==> src/rtl/ctr_pkg.sv <==
`timescale 1ns/1ps
package ctr_pkg;

    // Action selected for the next rising edge, in priority order.
    typedef enum logic [2:0] {
        ACT_HOLD  = 3'd0,
        ACT_CLEAR = 3'd1,
        ACT_LOAD  = 3'd2,
        ACT_UP    = 3'd3,
        ACT_DOWN  = 3'd4
    } ctr_act_e;

endpackage

==> src/rtl/ctr_act_decode.sv <==
`timescale 1ns/1ps
module ctr_act_decode
    import ctr_pkg::*;
(
    input  logic     srst,
    input  logic     load_n,
    input  logic     dir_up,
    input  logic     en_loc_n,
    input  logic     en_chain_n,
    output ctr_act_e act
);

    logic run;

    assign run = ~en_loc_n & ~en_chain_n;

    always_comb begin
        if (srst) begin
            act = ACT_CLEAR;
        end else if (!load_n) begin
            act = ACT_LOAD;
        end else if (run) begin
            act = dir_up ? ACT_UP : ACT_DOWN;
        end else begin
            act = ACT_HOLD;
        end
    end

endmodule

==> src/rtl/ctr_step.sv <==
`timescale 1ns/1ps
// Look-ahead step: bit i toggles when every lower bit is at the
// terminal level for the chosen direction.
module ctr_step #(
    parameter int WIDTH = 4
) (
    input  logic [WIDTH-1:0] cur,
    input  logic             up,
    output logic [WIDTH-1:0] nxt
);

    logic [WIDTH:0] low_ones;
    logic [WIDTH:0] low_zeros;

    assign low_ones[0]  = 1'b1;
    assign low_zeros[0] = 1'b1;

    for (genvar i = 0; i < WIDTH; i++) begin : g_bit
        assign low_ones[i+1]  = low_ones[i]  &  cur[i];
        assign low_zeros[i+1] = low_zeros[i] & ~cur[i];
        assign nxt[i] = cur[i] ^ (up ? low_ones[i] : low_zeros[i]);
    end

endmodule

==> src/rtl/ctr_terminal.sv <==
`timescale 1ns/1ps
module ctr_terminal #(
    parameter int WIDTH = 4
) (
    input  logic [WIDTH-1:0] cur,
    input  logic             up,
    input  logic             en_chain_n,
    output logic             carry_n
);

    logic at_top;
    logic at_bottom;

    assign at_top    = &cur;
    assign at_bottom = ~|cur;

    always_comb begin
        carry_n = 1'b1;
        if (!en_chain_n) begin
            carry_n = up ? ~at_top : ~at_bottom;
        end
    end

endmodule

==> src/rtl/updown_preset_counter.sv <==
`timescale 1ns/1ps
module updown_preset_counter
    import ctr_pkg::*;
#(
    parameter int WIDTH = 4
) (
    input  logic             clk,
    input  logic             srst,
    input  logic             load_n,
    input  logic [WIDTH-1:0] din,
    input  logic             dir_up,
    input  logic             en_loc_n,
    input  logic             en_chain_n,
    output logic [WIDTH-1:0] count,
    output logic             carry_n
);

    typedef struct packed {
        logic [WIDTH-1:0] cnt;
    } ctr_state_t;

    ctr_state_t       state_d;
    ctr_state_t       state_q;
    ctr_act_e         act_d;
    logic [WIDTH-1:0] stepped_d;

    ctr_act_decode u_dec (
        .srst       (srst),
        .load_n     (load_n),
        .dir_up     (dir_up),
        .en_loc_n   (en_loc_n),
        .en_chain_n (en_chain_n),
        .act        (act_d)
    );

    ctr_step #(.WIDTH(WIDTH)) u_step (
        .cur (state_q.cnt),
        .up  (dir_up),
        .nxt (stepped_d)
    );

    ctr_terminal #(.WIDTH(WIDTH)) u_term (
        .cur        (state_q.cnt),
        .up         (dir_up),
        .en_chain_n (en_chain_n),
        .carry_n    (carry_n)
    );

    always_comb begin
        state_d = state_q;
        case (act_d)
            ACT_CLEAR: state_d.cnt = '0;
            ACT_LOAD:  state_d.cnt = din;
            ACT_UP,
            ACT_DOWN:  state_d.cnt = stepped_d;
            default:   state_d.cnt = state_q.cnt;
        endcase
    end

    always_ff @(posedge clk) begin
        state_q <= state_d;
    end

    assign count = state_q.cnt;

endmodule

==> config.mk <==
export PLATFORM = sky130hd
export DESIGN_NAME = updown_preset_counter
export DESIGN_NICKNAME = d
export VERILOG_FILES = /design/src/rtl/ctr_pkg.sv /design/src/rtl/ctr_act_decode.sv /design/src/rtl/ctr_step.sv /design/src/rtl/ctr_terminal.sv /design/src/rtl/updown_preset_counter.sv
export SDC_FILE = /design/constraint.sdc
export NUM_CORES = 1
export LEC_CHECK = 0
export CAP_MARGIN = 15
export CORE_AREA = 4 4 41 43
export CTS_CLUSTER_SIZE = 24
export DETAILED_ROUTE_END_ITERATION = 6
export DIE_AREA = 0 0 45 47
export GPL_ROUTABILITY_DRIVEN = 0
export HOLD_SLACK_MARGIN = 0.12
export PLACE_DENSITY = 0.71
export SLEW_MARGIN = 20
export SYNTH_ARGS = -nofsm -noshare
export SYNTH_HDL_FRONTEND = slang
export SYNTH_HIERARCHICAL = 1
export SYNTH_SLANG_ARGS = --single-unit
export TNS_END_PERCENT = 1
==> constraint.sdc <==
create_clock -name clk -period 4.1 [get_ports clk]
set_clock_uncertainty 0.05 [all_clocks]
set_input_delay 0.82 -clock clk [delete_from_list [all_inputs] [get_ports clk]]
set_output_delay 0.82 -clock clk [all_outputs]
set_load 0.03 [all_outputs]
==> results.py, run 1 <==
metrics = {
    "floorplanning": {
        "initial_core_util_pct": 33.94,
        "die_w_um": 45,
        "rows": 13,
        "core_area_um2": 1301,
        "io_pins": 15,
        "fp.dieH_um": 47,
        "die_area_um2": 2115,
    },
    "final_layout": {
        "layout-drive-gt1-share_pct": 16.39,
        "fill_cells": 133,
        "area_growth_pct": 39.09,
        "layout.cells.non_filler": 76,
        "nNetsFinal": 73,
        "largest_reg_flops": 4,
        "antenna_cells": 0,
    },
    "clocking": {
        "root_buffer": "clkbuf_4",
        "path_clk_slew_ps": 40,
        "cts_tree": "built",
        "holdBufCountCts": 0,
        "cts.sinks": 4,
        "post_cts_buffers": 0,
        "clk_path_buf_depth": 2,
        "cts-buffers-inserted": 3,
        "h-tree-depth": 1,
        "cts_resized": 0,
        "insertion_delay_ps": 240,
    },
    "sta": {
        "max_slew.worst_pin.slew_ps": 377.5,
        "hold_ws_ps": 841.5,
        "setup_tns_ps": 0,
        "setup_ws_ps": 756.5,
        "min_period_ps": 3344,
        "relSlewSlack_pct": 74.75,
        "maxSlewViolCount": 0,
        "finalSetupViolations": 0,
        "clock.fmax_mhz": 299.1,
        "finalCritPeriodShare_pct": 81.55,
        "hold_violations": 0,
        "rsz0062_at_grt": "no",
    },
    "status": {
        "status": "finished, final reports clean",
    },
    "synth": {
        "synth_top_area_share_pct": 27.20,
        "ys_top_cells_by_area": "edfxtp_1 27%, o211ai_2 11%, nand4bb_1 10%, nand4b_1 7.9%, xnor2_1 5.9%",
        "synth.yosys.seq_area_share_pct": 27.20,
        "ys_seq_elements": 4,
        "synth_cells": 45,
        "syn-num-nets": 55,
        "syn_area_per_cell_um2": 9.815,
        "ys_types": 24,
        "synth_area_um2": 441.7,
        "yosysTopAreaCell": "edfxtp_1",
        "yosysWarnings": 6,
    },
    "setup_path": {
        "worst-path-buf-inv": 2,
        "worst_path_most_repeated_cell": "clkdlybuf4s50_1",
        "start_kind": "primary input",
        "cp_data_arrival_time_ps": 2470,
        "worst-path-stages": 4,
        "crit_path_top_delay_cell": "clkdlybuf4s50_1",
        "path_class": "primary input to output port",
        "crit_path_cell_trace": "clkdlybuf4s50_1 > nor2_1 > a22oi_1 > clkdlybuf4s50_1",
        "cpLargestDelayFamily": "buffers and inverters",
        "worstSetupEndpointType": "output port",
        "critical_path.max_stage_delay_ps": 700,
        "worstPathMaxFanout": 10,
        "reg2regPathDepth": 5,
        "required_ps": 3230,
    },
    "drt": {
        "dr_total_vias": 422,
        "viasPerCell": 5.553,
        "first_iter_violations": 14,
        "drt-pass1-iter-count": 4,
        "antenna_left": 0,
        "wire_per_inst_um": 12.76,
        "routed_wl_um": 970,
        "route.detailed.drc": 0,
    },
    "global_route": {
        "grtUsageTotal_pct": 10.80,
        "overflow": 0,
        "grt_max_degree": 14,
        "grt_antenna_before_repair": 0,
        "grt_pass1_vias": 392,
        "grt_pass1_wl_um": 1593,
    },
    "hold_path": {
        "hold_path.class": "register to register",
        "min_path_cells": 3,
    },
    "run": {
        "cap_violations": 0,
    },
    "power_and_ir_drop": {
        "vdd_drop_max_v": 0.0001548,
        "power.density_nw_per_um2": 287.7,
        "power_leakage_nw": 0.2153,
    },
    "placed_design": {
        "pre_cts_slack_ps": 772.4,
        "portBuffers": 14,
        "hpwl_um": 751.8,
        "dp_cells": 73,
    },
}
metal layers:
layer / vias up / GRT usage [%] / part of all wire [%]
li1: 212 / - / -
met4: 0 / 8.772 / 2.1
met1: 194 / 12.93 / 47
met3: 4 / 2.299 / 6.9
met5: - / 0 / 0
met2: 12 / 16.67 / 44
final cells by class:
class | count | area [um^2] | area share, %
inverters | 1 | 3.754 | 0.6110
repair buffers | 15 | 147.6 | 24.03
clock buffers | 3 | 22.52 | 3.666
multi-input cells | 38 | 301.5 | 49.08
well taps | 15 | 18.77 | 3.055
flip-flops and latches | 4 | 120.1 | 19.55
power by group:
part / internal, mW / switching, mW / total [mW] / leakage (nW)
clock network: 0.0328 / 0.0168 / 0.0496 / 0.0138
registers: 0.0518 / 0.00875 / 0.0605 / 0.0428
logic: 0.0328 / 0.0338 / 0.0666 / 0.159
per-stage QoR:
stage,utilization [%],total power [mW],cell area [um^2]
after floorplan,-,0.1008,441.7
after global placement,45.48,0.1265,591.8
after detailed placement,45.48,0.1273,591.8
after CTS,47.21,0.1779,614.3
after global routing,47.21,0.1855,614.3
final,47.21,0.1767,614.3
path summary, 6_finish.rpt:
kind	start	to	slack, ps
setup / recovery	dir_up	carry_n	760
hold / removal	count[3]	count[3]	840
setup reg to reg	count[1]	count[3]	2500
hold reg to reg	count[3]	count[3]	840
synthesized netlist by cell type:
library cell  instances
nand4b_1              4
nand4bb_1             4
inv_1                 1
nor2_1                3
buf_2                 1
nor3_1                1
and4_1                1
and2_4                1
a31oi_1               1
or3b_1                1
nand2_1               4
buf_6                 1
and3_1                1
nor4_2                1
o211ai_2              4
or2_1                 1
a31o_1                1
edfxtp_1              4
xnor2_1               3
a21oi_1               2
xor2_1                2
a22oi_1               1
nor2b_1               1
nor4_1                1
layout by cell type, fill, tap and decap left out, types with 2 or more instances in the layout:
cell type / Yosys / final
edfxtp_1: 4 / 4
nand4bb_1: 4 / 4
a21oi_1: 2 / 2
xnor2_1: 3 / 3
xor2_1: 2 / 2
nand4b_1: 4 / 4
o211ai_2: 4 / 4
nand2_1: 4 / 4
clkdlybuf4s50_1: 0 / 14
nor2_1: 3 / 3
clkbuf_4: 0 / 3
worst register-to-register path, cell delays in order, from the launching register on:
cell      delay, ps
edfxtp_1        490
nor4_1          310
a31oi_1          90
xnor2_1         250
nand2_1         100
o211ai_2        160
cell families (layout without fill, tap and decap cells):
| kind of cell | count (synthesis) | in the layout | synth area share [%] |
|---|---|---|---|
| xor+xnor | 5 | 5 | 9.917 |
| buf+inv | 3 | 19 | 4.530 |
| flops | 4 | 4 | 27.20 |
| simple gates | 24 | 24 | 39.66 |
| compound gates | 9 | 9 | 18.70 |
Note: power is estimated with default switching activity, not from simulation.
==> run 2: changes to the inputs <==
==> constraint.sdc (replaced) <==
create_clock -name clk -period 3.3 [get_ports clk]
set_clock_uncertainty 0.05 [all_clocks]
set_input_delay 0.66 -clock clk [delete_from_list [all_inputs] [get_ports clk]]
set_output_delay 0.66 -clock clk [all_outputs]
set_load 0.03 [all_outputs]
==> results.py, run 2 (synthesis results as in run 1) <==
metrics = {
    "status": {
        "status": "finished, final reports clean",
    },
    "clocking": {
        "h-tree-depth": 1,
        "cts_resized": 0,
        "path_clk_slew_ps": 30,
        "cts.sinks": 4,
        "cts_tree": "built",
        "root_buffer": "clkbuf_4",
        "clk_path_buf_depth": 2,
        "post_cts_buffers": 0,
        "holdBufCountCts": 0,
        "insertion_delay_ps": 230,
        "cts-buffers-inserted": 3,
    },
    "setup_path": {
        "start_kind": "primary input",
        "worstSetupEndpointType": "output port",
        "rrSetupSlack_ps": 1720,
        "cp_data_arrival_time_ps": 2280,
        "worst-path-buf-inv": 2,
        "critical_path.endpoint": "carry_n",
        "reg2regPathDepth": 5,
        "crit_path_top_delay_cell": "clkdlybuf4s50_1",
        "crit_path_cell_trace": "clkdlybuf4s50_1 > nor2_1 > a22oi_1 > clkdlybuf4s50_1",
        "r2r-start": "count[1]",
        "crit_path_start": "dir_up",
        "required_ps": 2590,
        "path_class": "primary input to output port",
        "worst_path_most_repeated_cell": "clkdlybuf4s50_1",
        "cpLargestDelayFamily": "buffers and inverters",
        "worst-path-stages": 4,
        "worstReg2RegEnd": "count[3]",
        "critical_path.max_stage_delay_ps": 700,
        "worstPathMaxFanout": 10,
    },
    "sta": {
        "min_period_ps": 2988,
        "hold_ws_ps": 816.6,
        "maxSlewViolCount": 0,
        "relSlewSlack_pct": 74.93,
        "clock.fmax_mhz": 334.7,
        "max_slew.worst_pin.slew_ps": 374.7,
        "finalCritPeriodShare_pct": 90.54,
        "rsz0062_at_grt": "no",
        "finalSetupViolations": 0,
        "hold_violations": 0,
        "setup_tns_ps": 0,
    },
    "global_route": {
        "overflow": 0,
        "grt_max_degree": 14,
        "grt_antenna_before_repair": 0,
        "grt_pass1_wl_um": 1393,
        "grtUsageTotal_pct": 9.127,
        "grt_pass1_vias": 317,
    },
    "floorplanning": {
        "core_area_um2": 1301,
        "rows": 13,
        "die_area_um2": 2115,
        "die_w_um": 45,
        "initial_core_util_pct": 33.94,
        "fp.dieH_um": 47,
        "io_pins": 15,
    },
    "drt": {
        "wire_per_inst_um": 11.41,
        "antenna_left": 0,
        "dr_total_vias": 387,
        "viasPerCell": 5.092,
        "first_iter_violations": 7,
        "drt-pass1-iter-count": 4,
        "routed_wl_um": 867,
        "route.detailed.drc": 0,
    },
    "placed_design": {
        "portBuffers": 14,
        "place_area_um2": 591.8,
        "hpwl_um": 704.1,
    },
    "final_layout": {
        "fin_area_um2": 614.3,
        "nNetsFinal": 73,
        "area_growth_pct": 39.09,
        "layout-drive-gt1-share_pct": 16.39,
        "largest_reg_flops": 4,
        "mostFrequentLayoutCell": "clkdlybuf4s50_1",
        "antenna_cells": 0,
    },
    "power_and_ir_drop": {
        "pwr-share-comb_pct": 38.2,
        "netSwitchingFraction_pct": 32.15,
        "seqPwrFrac_pct": 34.9,
        "power_leakage_nw": 0.2153,
        "vdd_drop_max_v": 0.0001677,
        "p_clk_share_pct": 26.9,
        "power.switching_mw": 0.06899,
        "power.density_nw_per_um2": 349.3,
        "cell_internal_pwr_mw": 0.1456,
    },
    "hold_path": {
        "hold_path.class": "register to register",
    },
    "run": {
        "cap_violations": 0,
    },
}
==> run 2: tightest hold or removal path: stages, from the launching register on <==
cell and delay, ps:
edfxtp_1 410, xnor2_1 130, nand2_1 90, o211ai_2 70
==> run 2: through the flow <==
stage | total power [mW] | setup WS, ps | cells | util, %
floorplan | 0.1252 | 923.0 | 45 | -
global placement | 0.1570 | 338.8 | 73 | 45.48
detailed placement | 0.1576 | 306.5 | 73 | 45.48
CTS | 0.2172 | 294.2 | 76 | 47.21
global route | 0.2270 | 195.3 | 76 | 47.21
finish | 0.2146 | 312.1 | 76 | 47.21
==> run 2: layer usage <==
layer,routed length (um),global-route usage (%),vias to the layer above
met5,0,0,-
met4,0,3.509,0
met3,55,3.831,0
met2,368,11.86,8
met1,442,13.13,169
li1,-,-,210
==> run 2: worst min-delay path by stage <==
stage	start	to	slack [ps]	depth (start not counted)
6_report	count[3]	count[3]	820	3
5_1_grt	count[3]	count[3]	870	3
4_1_cts	count[3]	count[3]	820	3
3_5_place_dp	count[3]	count[3]	810	3
3_3_place_gp	count[3]	count[3]	810	3
2_1_floorplan	din[0]	count[0]	880	2
==> run 2: cell type report <==
type,count,area [um^2]
repair buffers,15,147.6
well taps,15,18.77
clock buffers,3,22.52
multi-input cells,38,301.5
inverters,1,3.754
fillers,130,686.9
flip-flops and latches,4,120.1
==> run 2: power groups by stage <==
stage,sequential [mW],clock [mW],combinational (mW)
2_1_floorplan,0.0859,0,0.0394
3_3_place_gp,0.0757,0,0.0813
3_5_place_dp,0.0759,0,0.0817
4_1_cts,0.0751,0.0599,0.0822
5_1_grt,0.0768,0.0629,0.0873
6_report,0.0749,0.0578,0.0819
==> run 3: changes to the inputs <==
--- a/config.mk
+++ b/config.mk
@@ -10,9 +10,9 @@
 export CTS_CLUSTER_SIZE = 24
 export DETAILED_ROUTE_END_ITERATION = 6
 export DIE_AREA = 0 0 45 47
-export GPL_ROUTABILITY_DRIVEN = 0
 export HOLD_SLACK_MARGIN = 0.12
 export PLACE_DENSITY = 0.71
+export SKIP_CTS_REPAIR_TIMING = 1
 export SLEW_MARGIN = 20
 export SYNTH_ARGS = -nofsm -noshare
 export SYNTH_HDL_FRONTEND = slang
==> results of run 3 <==
Final layout, timing and power as in run 2 (identical DEF).
